**config.mk**
```make
export PLATFORM = sky130hd
export DESIGN_NAME = lane_pwrup_seq
export DESIGN_NICKNAME = d
export VERILOG_FILES = /design/src/rtl/lps_pkg.sv /design/src/rtl/lps_delay_cnt.sv /design/src/rtl/lps_step_ctrl.sv /design/src/rtl/lps_ctrl_regs.sv /design/src/rtl/lane_pwrup_seq.sv
export SDC_FILE = /design/constraint.sdc
export NUM_CORES = 1
export LEC_CHECK = 0
export ABC_AREA = 1
export BUFFER_PORTS_ARGS = -buffer_cell sky130_fd_sc_hd__buf_2
export CORE_MARGIN = 8
export CORE_UTILIZATION = 50
export DETAILED_ROUTE_END_ITERATION = 8
export GPL_TIMING_DRIVEN = 1
export PLACE_DENSITY = 0.85
export SLEW_MARGIN = 20
export SYNTH_ARGS = -nofsm -noshare
export SYNTH_HDL_FRONTEND = slang
export SYNTH_SLANG_ARGS = --single-unit
```
**constraint.sdc**
```tcl
create_clock -name clk -period 2.8 [get_ports clk]
set_input_delay 0.56 -clock clk [delete_from_list [all_inputs] [get_ports clk]]
set_output_delay 0.56 -clock clk [all_outputs]
set_load 0.1 [all_outputs]
```
**src/rtl/lps_pkg.sv**
```systemverilog
package lps_pkg;

  // Release kinds within one lane pair, in the order they are applied.
  typedef enum logic [1:0] {
    KIND_PWR  = 2'd0,
    KIND_PLL  = 2'd1,
    KIND_LANE = 2'd2
  } step_kind_e;

  localparam int unsigned KINDS_PER_PAIR = 3;

  // Global step number of a release kind for a given lane pair.
  function automatic int unsigned step_of(input int unsigned pair,
                                          input step_kind_e kind);
    return pair * KINDS_PER_PAIR + int'(kind);
  endfunction

endpackage

```
**src/rtl/lps_delay_cnt.sv**
```systemverilog
module lps_delay_cnt #(
  parameter int unsigned DELAY_US = 15,
  localparam int unsigned CNT_W   = $clog2(DELAY_US + 1)
) (
  input  logic clk,
  input  logic rst_n,
  input  logic clr_i,
  input  logic run_i,
  input  logic tick_i,
  output logic expire_o
);

  localparam logic [CNT_W-1:0] LAST = CNT_W'(DELAY_US - 1);

  logic [CNT_W-1:0] cnt_q, cnt_d;
  logic             cnt_en;

  assign expire_o = run_i & tick_i & (cnt_q == LAST);

  always_comb begin
    cnt_en = clr_i | (run_i & tick_i);
    cnt_d  = cnt_q;
    if (clr_i || expire_o) begin
      cnt_d = '0;
    end else if (run_i && tick_i) begin
      cnt_d = cnt_q + CNT_W'(1);
    end
  end

  always_ff @(posedge clk or negedge rst_n) begin
    if (!rst_n) begin
      cnt_q <= '0;
    end else if (cnt_en) begin
      cnt_q <= cnt_d;
    end
  end

endmodule

```
**src/rtl/lps_step_ctrl.sv**
```systemverilog
module lps_step_ctrl #(
  parameter int unsigned NSTEPS = 6,
  localparam int unsigned STEP_W = $clog2(NSTEPS + 1)
) (
  input  logic              clk,
  input  logic              rst_n,
  input  logic              start_i,
  input  logic              expire_i,
  output logic              busy_o,
  output logic              done_o,
  output logic              accept_o,
  output logic              release_o,
  output logic [STEP_W-1:0] step_o
);

  localparam logic [STEP_W-1:0] FINAL = STEP_W'(NSTEPS);

  logic              busy_q, busy_d;
  logic              done_q, done_d;
  logic [STEP_W-1:0] step_q, step_d;
  logic              last_wait;

  assign accept_o  = start_i & ~busy_q;
  assign last_wait = (step_q == FINAL);
  assign release_o = busy_q & expire_i & ~last_wait;

  always_comb begin
    busy_d = busy_q;
    step_d = step_q;
    done_d = 1'b0;
    if (accept_o) begin
      busy_d = 1'b1;
      step_d = '0;
    end else if (busy_q && expire_i) begin
      if (last_wait) begin
        busy_d = 1'b0;
        done_d = 1'b1;
      end else begin
        step_d = step_q + STEP_W'(1);
      end
    end
  end

  always_ff @(posedge clk or negedge rst_n) begin
    if (!rst_n) begin
      busy_q <= 1'b0;
      done_q <= 1'b0;
      step_q <= '0;
    end else begin
      busy_q <= busy_d;
      done_q <= done_d;
      step_q <= step_d;
    end
  end

  assign busy_o = busy_q;
  assign done_o = done_q;
  assign step_o = step_q;

endmodule

```
**src/rtl/lps_ctrl_regs.sv**
```systemverilog
module lps_ctrl_regs
  import lps_pkg::*;
#(
  parameter int unsigned LANES  = 4,
  parameter int unsigned STEP_W = 3,
  localparam int unsigned PAIRS = LANES / 2
) (
  input  logic              clk,
  input  logic              rst_n,
  input  logic              assert_all_i,
  input  logic              release_i,
  input  logic [STEP_W-1:0] step_i,
  output logic [LANES-1:0]  pdn_o,
  output logic [PAIRS-1:0]  pll_rst_o,
  output logic [LANES-1:0]  lane_rst_o
);

  for (genvar p = 0; p < PAIRS; p++) begin : g_pair
    localparam logic [STEP_W-1:0] S_PWR  = STEP_W'(step_of(p, KIND_PWR));
    localparam logic [STEP_W-1:0] S_PLL  = STEP_W'(step_of(p, KIND_PLL));
    localparam logic [STEP_W-1:0] S_LANE = STEP_W'(step_of(p, KIND_LANE));

    logic       clr_pwr, clr_pll, clr_lane;
    logic       upd_pwr, upd_pll, upd_lane;
    logic [1:0] pwr_q, pwr_d;
    logic       pll_q, pll_d;
    logic [1:0] lrst_q, lrst_d;

    always_comb begin
      clr_pwr  = release_i && (step_i == S_PWR);
      clr_pll  = release_i && (step_i == S_PLL);
      clr_lane = release_i && (step_i == S_LANE);
      upd_pwr  = assert_all_i | clr_pwr;
      upd_pll  = assert_all_i | clr_pll;
      upd_lane = assert_all_i | clr_lane;
      pwr_d    = assert_all_i ? 2'b11 : 2'b00;
      pll_d    = assert_all_i;
      lrst_d   = assert_all_i ? 2'b11 : 2'b00;
    end

    always_ff @(posedge clk or negedge rst_n) begin
      if (!rst_n) begin
        pwr_q  <= 2'b11;
        pll_q  <= 1'b1;
        lrst_q <= 2'b11;
      end else begin
        if (upd_pwr)  pwr_q  <= pwr_d;
        if (upd_pll)  pll_q  <= pll_d;
        if (upd_lane) lrst_q <= lrst_d;
      end
    end

    assign pdn_o[2*p +: 2]      = pwr_q;
    assign pll_rst_o[p]         = pll_q;
    assign lane_rst_o[2*p +: 2] = lrst_q;
  end

endmodule

```
**src/rtl/lane_pwrup_seq.sv**
```systemverilog
module lane_pwrup_seq #(
  parameter int unsigned LANES    = 4,
  parameter int unsigned CFG_W    = 8,
  parameter int unsigned DELAY_US = 15
) (
  input  logic                   clk,
  input  logic                   rst_n,
  input  logic                   start_i,
  input  logic                   us_tick_i,
  input  logic [LANES*CFG_W-1:0] cfg_i,
  output logic [LANES*CFG_W-1:0] cfg_o,
  output logic [LANES-1:0]       pdn_o,
  output logic [LANES/2-1:0]     pll_rst_o,
  output logic [LANES-1:0]       lane_rst_o,
  output logic                   busy_o,
  output logic                   done_o
);

  localparam int unsigned PAIRS  = LANES / 2;
  localparam int unsigned NSTEPS = lps_pkg::KINDS_PER_PAIR * PAIRS;
  localparam int unsigned STEP_W = $clog2(NSTEPS + 1);

  logic              accept;
  logic              release_s;
  logic              expire;
  logic [STEP_W-1:0] step;
  logic              busy_s;

  lps_step_ctrl #(.NSTEPS(NSTEPS)) u_step (
    .clk       (clk),
    .rst_n     (rst_n),
    .start_i   (start_i),
    .expire_i  (expire),
    .busy_o    (busy_s),
    .done_o    (done_o),
    .accept_o  (accept),
    .release_o (release_s),
    .step_o    (step)
  );

  lps_delay_cnt #(.DELAY_US(DELAY_US)) u_delay (
    .clk      (clk),
    .rst_n    (rst_n),
    .clr_i    (accept),
    .run_i    (busy_s),
    .tick_i   (us_tick_i),
    .expire_o (expire)
  );

  lps_ctrl_regs #(.LANES(LANES), .STEP_W(STEP_W)) u_regs (
    .clk          (clk),
    .rst_n        (rst_n),
    .assert_all_i (accept),
    .release_i    (release_s),
    .step_i       (step),
    .pdn_o        (pdn_o),
    .pll_rst_o    (pll_rst_o),
    .lane_rst_o   (lane_rst_o)
  );

  logic [LANES*CFG_W-1:0] cfg_q;

  always_ff @(posedge clk or negedge rst_n) begin
    if (!rst_n) begin
      cfg_q <= '0;
    end else if (accept) begin
      cfg_q <= cfg_i;
    end
  end

  assign cfg_o  = cfg_q;
  assign busy_o = busy_s;

endmodule

```
==> metrics.txt, run 1 <==
Critical Path Sink Type=output port; Post-Synth Adder-Cell Area=4.164%; sequential area share after synthesis=56.28%; Vias=1811; worst skew pair latency=0.30 ns; worst r2r src=u_step.busy_o$_DFFE_PN0P_; Routed met1 length=2108 um; clk slew on worst S/H paths=0.08 ns; wire per inst=13.50 um; WL met2=2372 um; drt drc=0; register bit total from synthesis=47; CTS sink cnt=47; status=finished clean; Critical R2R Capture=u_delay.cnt_q[2]$_DFFE_PN0P_; H-tree Lvls=2; Worst path max stage delay=0.55 ns; drt initial violations=104; initial antenna violation count=0; die area=0.006538 mm^2; commonest cells after routing, fill and taps aside=96 x nand2_1, 79 x buf_2, 41 x dfrtp_1; largest family of logic cells by synthesized area=simple AND/OR/NAND/NOR gates; average size of a mapped cell=8.691 um^2; Tcrit/Tclk final=64.97%; Post-Synth XOR/XNOR Area=0%; RSZ-0062 raised after global routing=no; Slew @ Worst Pin=0.5433 ns; Synth Area in Compound Gates=0.9518%; mapped cell area=0.002103 mm^2; hold_buf cts=0; critical setup path kind=flip-flop to output port; maxcap violations=0; # Post-CTS Setup Buffers=0; post-synthesis mux area share=0%; Worst Path Max Fanout=3; Port Buf Inserts=79; CP bufs+invs=1; CP required=2.24 ns; Setup WS pre-CTS=1.131 ns; Slew Limit Headroom=63.65%; Critical-path top delay cell=dfstp_2; dpl cells=359; CTS resizes=0; post-synth net total=285; final net count=359; Worst R2R Setup Slack=1.34 ns; FILL cells=336; detailed route wirelength on metal3=389 um; DP HPWL=3750 um; CTS tree=yes; Final min period=1.819 ns; Std-Cell Core Area=0.004029 mm^2; Simple-Gate Fraction of Synth Area=30.81%; Max Root-Sink Buffers=2; TritonRoute pass-1 iters=4; final setup fails=0; routed vias/inst=4.948; sequential cell area=0.001184 mm^2; global-route wire length before repair=8266 um; I/O Pins=80; Post-DRT Antenna Nets=0; CP Depth=1; Num CTS Buffers=5; die span in y=80.86 um; area of the multi-input gates=755.7 um^2; Final Skew=0.008209 ns; vias in the first global route=1819; Worst path top cell family by delay=flip-flops; DRT Wirelength=4941 um; post-synth cell types=18; clk root buf=clkbuf_8; TNS Setup=0 ns; final hold slack=0.2292 ns; largest net degree at the start of global routing=34; HP Class=input port to asynchronous set/reset pin; Synth Instances=242; reg2reg path depth=7; final worst slack=0.9808 ns; Slew Limit Fails=0; Power Density=867.6 mW/mm^2; final hold vios=0; CP startpoint kind=flip-flop; crit-path cells=buf_2; gr ovfl total=0; Worst EP arrival=1.26 ns; Rows=23; share of cells above drive strength 1=33.23%; leakage=1.562 nW; Initial Utilization=52.20%; Total GRT Usage=15.77%; number of synthesis warnings=0; Worst VDD drop=0.0004240 V; Syn-to-layout area delta=23.85%; final RePlAce weighted congestion=0.8106; Final Non-Filler Cells=366; fmax=549.7 MHz; Core Util, Final=64.66%; Die Span X=80.86 um; Top Metal Used=met4; Diodes inserted=0; commonest non-fill, non-tap cell in the layout=nand2_1
## final cells by class
type | instances | share of cell area [%]
repair buffers | 84 | 16.62
clock inverters | 1 | 1.153
multi-input cells | 160 | 29.01
well taps | 50 | 2.402
inverters | 18 | 2.594
flip-flops and latches | 47 | 45.44
clock buffers | 6 | 2.786
## power by group
part           leakage [nW]  switching, mW  internal, mW  total, mW
Combinational         0.916          0.759         0.157      0.916
Clock                0.0513          0.205         0.262      0.466
Sequential            0.595         0.0841         0.794      0.878
Total                  1.56           1.05          1.21       2.26
## worst max-delay path by stage
| stage | from | slack [ns] | to |
|---|---|---|---|
| after floorplan | u_regs.g_pair[1].lrst_q[0]$_DFFE_PN1P_ | 1.01 | lane_rst_o[3] |
| after global placement | start_i | 1.20 | u_delay.cnt_q[2]$_DFFE_PN0P_ |
| after detailed placement | start_i | 1.13 | u_delay.cnt_q[2]$_DFFE_PN0P_ |
| after CTS | u_regs.g_pair[1].pwr_q[0]$_DFFE_PN1P_ | 0.96 | pdn_o[3] |
| after global routing | u_regs.g_pair[0].pwr_q[0]$_DFFE_PN1P_ | 0.94 | pdn_o[0] |
| final | u_regs.g_pair[1].pwr_q[0]$_DFFE_PN1P_ | 0.98 | pdn_o[3] |
## per-stage QoR
stage	area (um^2)	total power, mW
after floorplan	2103	1.662
final	2605	2.260
after global placement	2502	1.792
after CTS	2605	2.286
after global routing	2605	2.379
after detailed placement	2502	1.811
## cells by family (layout without fill, tap and decap cells)
| logic type | after synthesis | after routing |
|---|---|---|
| AND/OR/NAND/NOR | 149 | 149 |
| flip-flops | 47 | 47 |
| buffers and inverters | 35 | 109 |
| adder cells (fa/ha/maj) | 7 | 7 |
| AO/OA/AOI/OAI | 4 | 4 |
## per-layer routing
layer	vias up	track usage, %
li1	905	-
met1	837	19.06
met2	61	25.10
met3	8	6.623
met4	0	4.821
met5	-	0
## synth_stat cells (all sizes together)
library cell   n  area [um^2]
nand2         98        372.9
dfrtp         41         1026
nand3         41        210.2
inv           17        63.81
buf           14        85.08
ha             7        87.58
nand4          7        43.79
dfstp          6        157.7
o21ai          4        20.02
clkbuf         3        11.26
nor2           3        21.27
clkinv         1        3.750
## sequential cells by signal, indices dropped and copies added, names as in the netlist
name                  count
u_regs.g_pair.pwr_q       2
cfg_o                    32
u_delay.cnt_q             4
u_regs.g_pair.lrst_q      2
u_regs.g_pair.pll_q       2
u_step.step_o             3
u_step.done_o             1
u_step.busy_o             1
## worst register-to-register path, delay by kind of cell (launching register included)
family / cells / cell delay [ns]
buffers and inverters: 2 / 0.10
DFF: 1 / 0.42
and+or+nand+nor: 5 / 0.85
Power figures use the tool's default switching activity.
==> inputs of run 2 (changes only) <==
CORE_UTILIZATION = 44   (was 50)
PLACE_DENSITY = 0.8   (was 0.85)
clock period = 1.5 ns   (was 2.8 ns; I/O delays follow)
==> metrics.txt, run 2 (synthesized netlist as in run 1, its figures left out) <==
Worst EP arrival=1.12 ns (-0.14 ns); Sw Share=45.05% (-1.3 points); Syn-to-layout area delta=33.43%; CP startpoint kind=flip-flop; Total GRT Usage=14.58% (-1.2 points); dpl cells=364 (+1.4%); die span in y=85.14 um (+5.3%); Worst path max stage delay=0.66 ns (+0.11 ns); gr busiest metal=met2; Slew Limit Headroom=67.28% (+3.6 points); final hold slack=0.2344 ns (+0.005201 ns); final hold vios=0 (unchanged); clk root buf=clkbuf_8; maxcap violations=0 (unchanged); number of flip-flops under the largest register name=32 (unchanged); HP Class=input port to flip-flop; Final Non-Filler Cells=373 (+1.9%); commonest non-fill, non-tap cell in the layout=nand2_1; Power Density=1573 mW/mm^2 (+81%); wire per inst=13.06 um (-3.2%); Die Span X=85.14 um (+5.3%); gr ovfl total=0 (unchanged); status=finished clean; met1 global-route usage=17.63% (-1.4 points); Slew @ Worst Pin=0.4943 ns (-0.04904 ns); TNS Setup=0 ns (unchanged); Std-Cell Core Area=0.004661 mm^2 (+16%); final RePlAce weighted congestion=0.8725 (+7.6%); Post-DRT Antenna Nets=0 (unchanged); Final Skew=0.001842 ns (-0.006367 ns); drt drc=0 (unchanged); M2 GR Usage=23.37% (-1.7 points); fmax=702.5 MHz; critical setup path kind=flip-flop to output port; CTS tree=yes; CTS sink cnt=47 (unchanged); CP required=1.20 ns (-1.04 ns); final net count=361 (+0.56%); I/O Pins=80 (unchanged); grt met3 use=5.019% (-1.6 points); Critical Path Sink Type=output port; clock share of power=18.2% (-2.4 points); drt initial violations=48 (-54%); Setup WS pre-CTS=0.2196 ns (-0.9117 ns); Pint=2.426 mW (+100%); Port Buf Inserts=79 (unchanged); Tcrit/Tclk final=94.90%; share of cells above drive strength 1=33.86% (+0.63 points); vias in the first global route=1916 (+5.3%); Diodes inserted=0 (unchanged); Rows=25 (+8.7%); Reg power frac=38.4% (-0.4 points); global-route wire length before repair=8618 um (+4.3%); CTS resizes=0 (unchanged); DP HPWL=3643 um (-2.9%); Num CTS Buffers=5 (unchanged); final setup fails=0 (unchanged); leakage=1.634 nW (+4.6%); Initial Utilization=45.13% (-7.1 points); commonest cells after routing, fill and taps aside=96 x nand2_1, 68 x buf_2, 40 x nand3_1, 40 x dfrtp_1, 13 x inv_1; H-tree Lvls=2 (unchanged); Slew Limit Fails=0 (unchanged); die area=0.007249 mm^2 (+11%); CP bufs+invs=1 (unchanged); initial antenna violation count=0 (unchanged); net switching power=1.988 mW (+90%); RSZ-0062 raised after global routing=no; Max Root-Sink Buffers=2 (unchanged); Critical-path top delay cell=dfstp_4; largest net degree at the start of global routing=34 (unchanged); DRT Wirelength=4872 um (-1.4%); logic gate share of total power=43.4% (+2.9 points); Vias=1822 (+0.61%); final worst slack=0.07653 ns (-0.9043 ns); Final min period=1.423 ns; TritonRoute pass-1 iters=4 (unchanged); routed vias/inst=4.885 (-1.3%); crit-path cells=buf_12; Worst Path Max Fanout=3 (unchanged); worst skew pair latency=0.29 ns (about the same); Worst path top cell family by delay=flip-flops; clk slew on worst S/H paths=0.08 ns (about the same); Worst VDD drop=0.001009 V (+140%)
run 2: changes by cell type in the layout (fill, tap and decap cells not counted), moves of 2 or more:
cell,before,now
buf_12,0,11
buf_2,79,68
dfstp_2,6,2
dfstp_4,0,4
clkbuf_8,5,7
run 2: final timing paths:
check / slack (ns) / cells past startpoint / endpoint / startpoint
min in group asynchronous: 0.52 / 3 / cfg_o[16]$_DFFE_PN0P_ / rst_n
max: 0.08 / 1 / pdn_o[1] / u_regs.g_pair[0].pwr_q[0]$_DFFE_PN1P_
min: 0.23 / 3 / cfg_o[28]$_DFFE_PN0P_ / cfg_i[28]
max in group asynchronous: 0.69 / 3 / u_regs.g_pair[0].pll_q$_DFFE_PN1P_ / rst_n
min reg2reg: 0.47 / 2 / cfg_o[4]$_DFFE_PN0P_ / cfg_o[4]$_DFFE_PN0P_
max reg2reg: 0.21 / 7 / u_step.step_o[1]$_DFFE_PN0P_ / u_step.step_o[0]$_DFFE_PN0P_
run 2: per-stage QoR:
step	total power, mW	util, %	cell area, um^2
floorplan	3.122	-	2120
global placement	3.609	57.85	2696
detailed placement	3.642	57.85	2696
CTS	4.462	60.21	2806
global route	4.660	60.21	2806
finish	4.414	60.21	2806
run 2: repair_timing:
action / in CTS / in global routing
hold endpoints to repair: 41 / 0
buffers inserted: 0 / 0
hold buffers: 1 / 0
run 2: layer usage:
metal	vias up	wire length (um)
li1	910	-
met1	837	2215
met2	67	2289
met3	8	311
met4	0	56
met5	-	0
run 2: area by class of cell:
cell class / instances / area [um^2]
sequential: 47 / 1200
inverter: 18 / 67.56
fill: 389 / 1854
timing repair buffer: 86 / 615.6
tap: 54 / 67.56
multi-input combinational: 160 / 755.7
clock buffer: 8 / 100.1
run 2: power by group through the flow:
stage / registers (mW) / logic, mW / clock network (mW)
6_report: 1.69 / 1.92 / 0.805
3_5_place_dp: 1.71 / 1.93 / 0
5_1_grt: 1.73 / 2.04 / 0.899
2_1_floorplan: 2.41 / 0.711 / 0
4_1_cts: 1.69 / 1.93 / 0.839
3_3_place_gp: 1.71 / 1.90 / 0
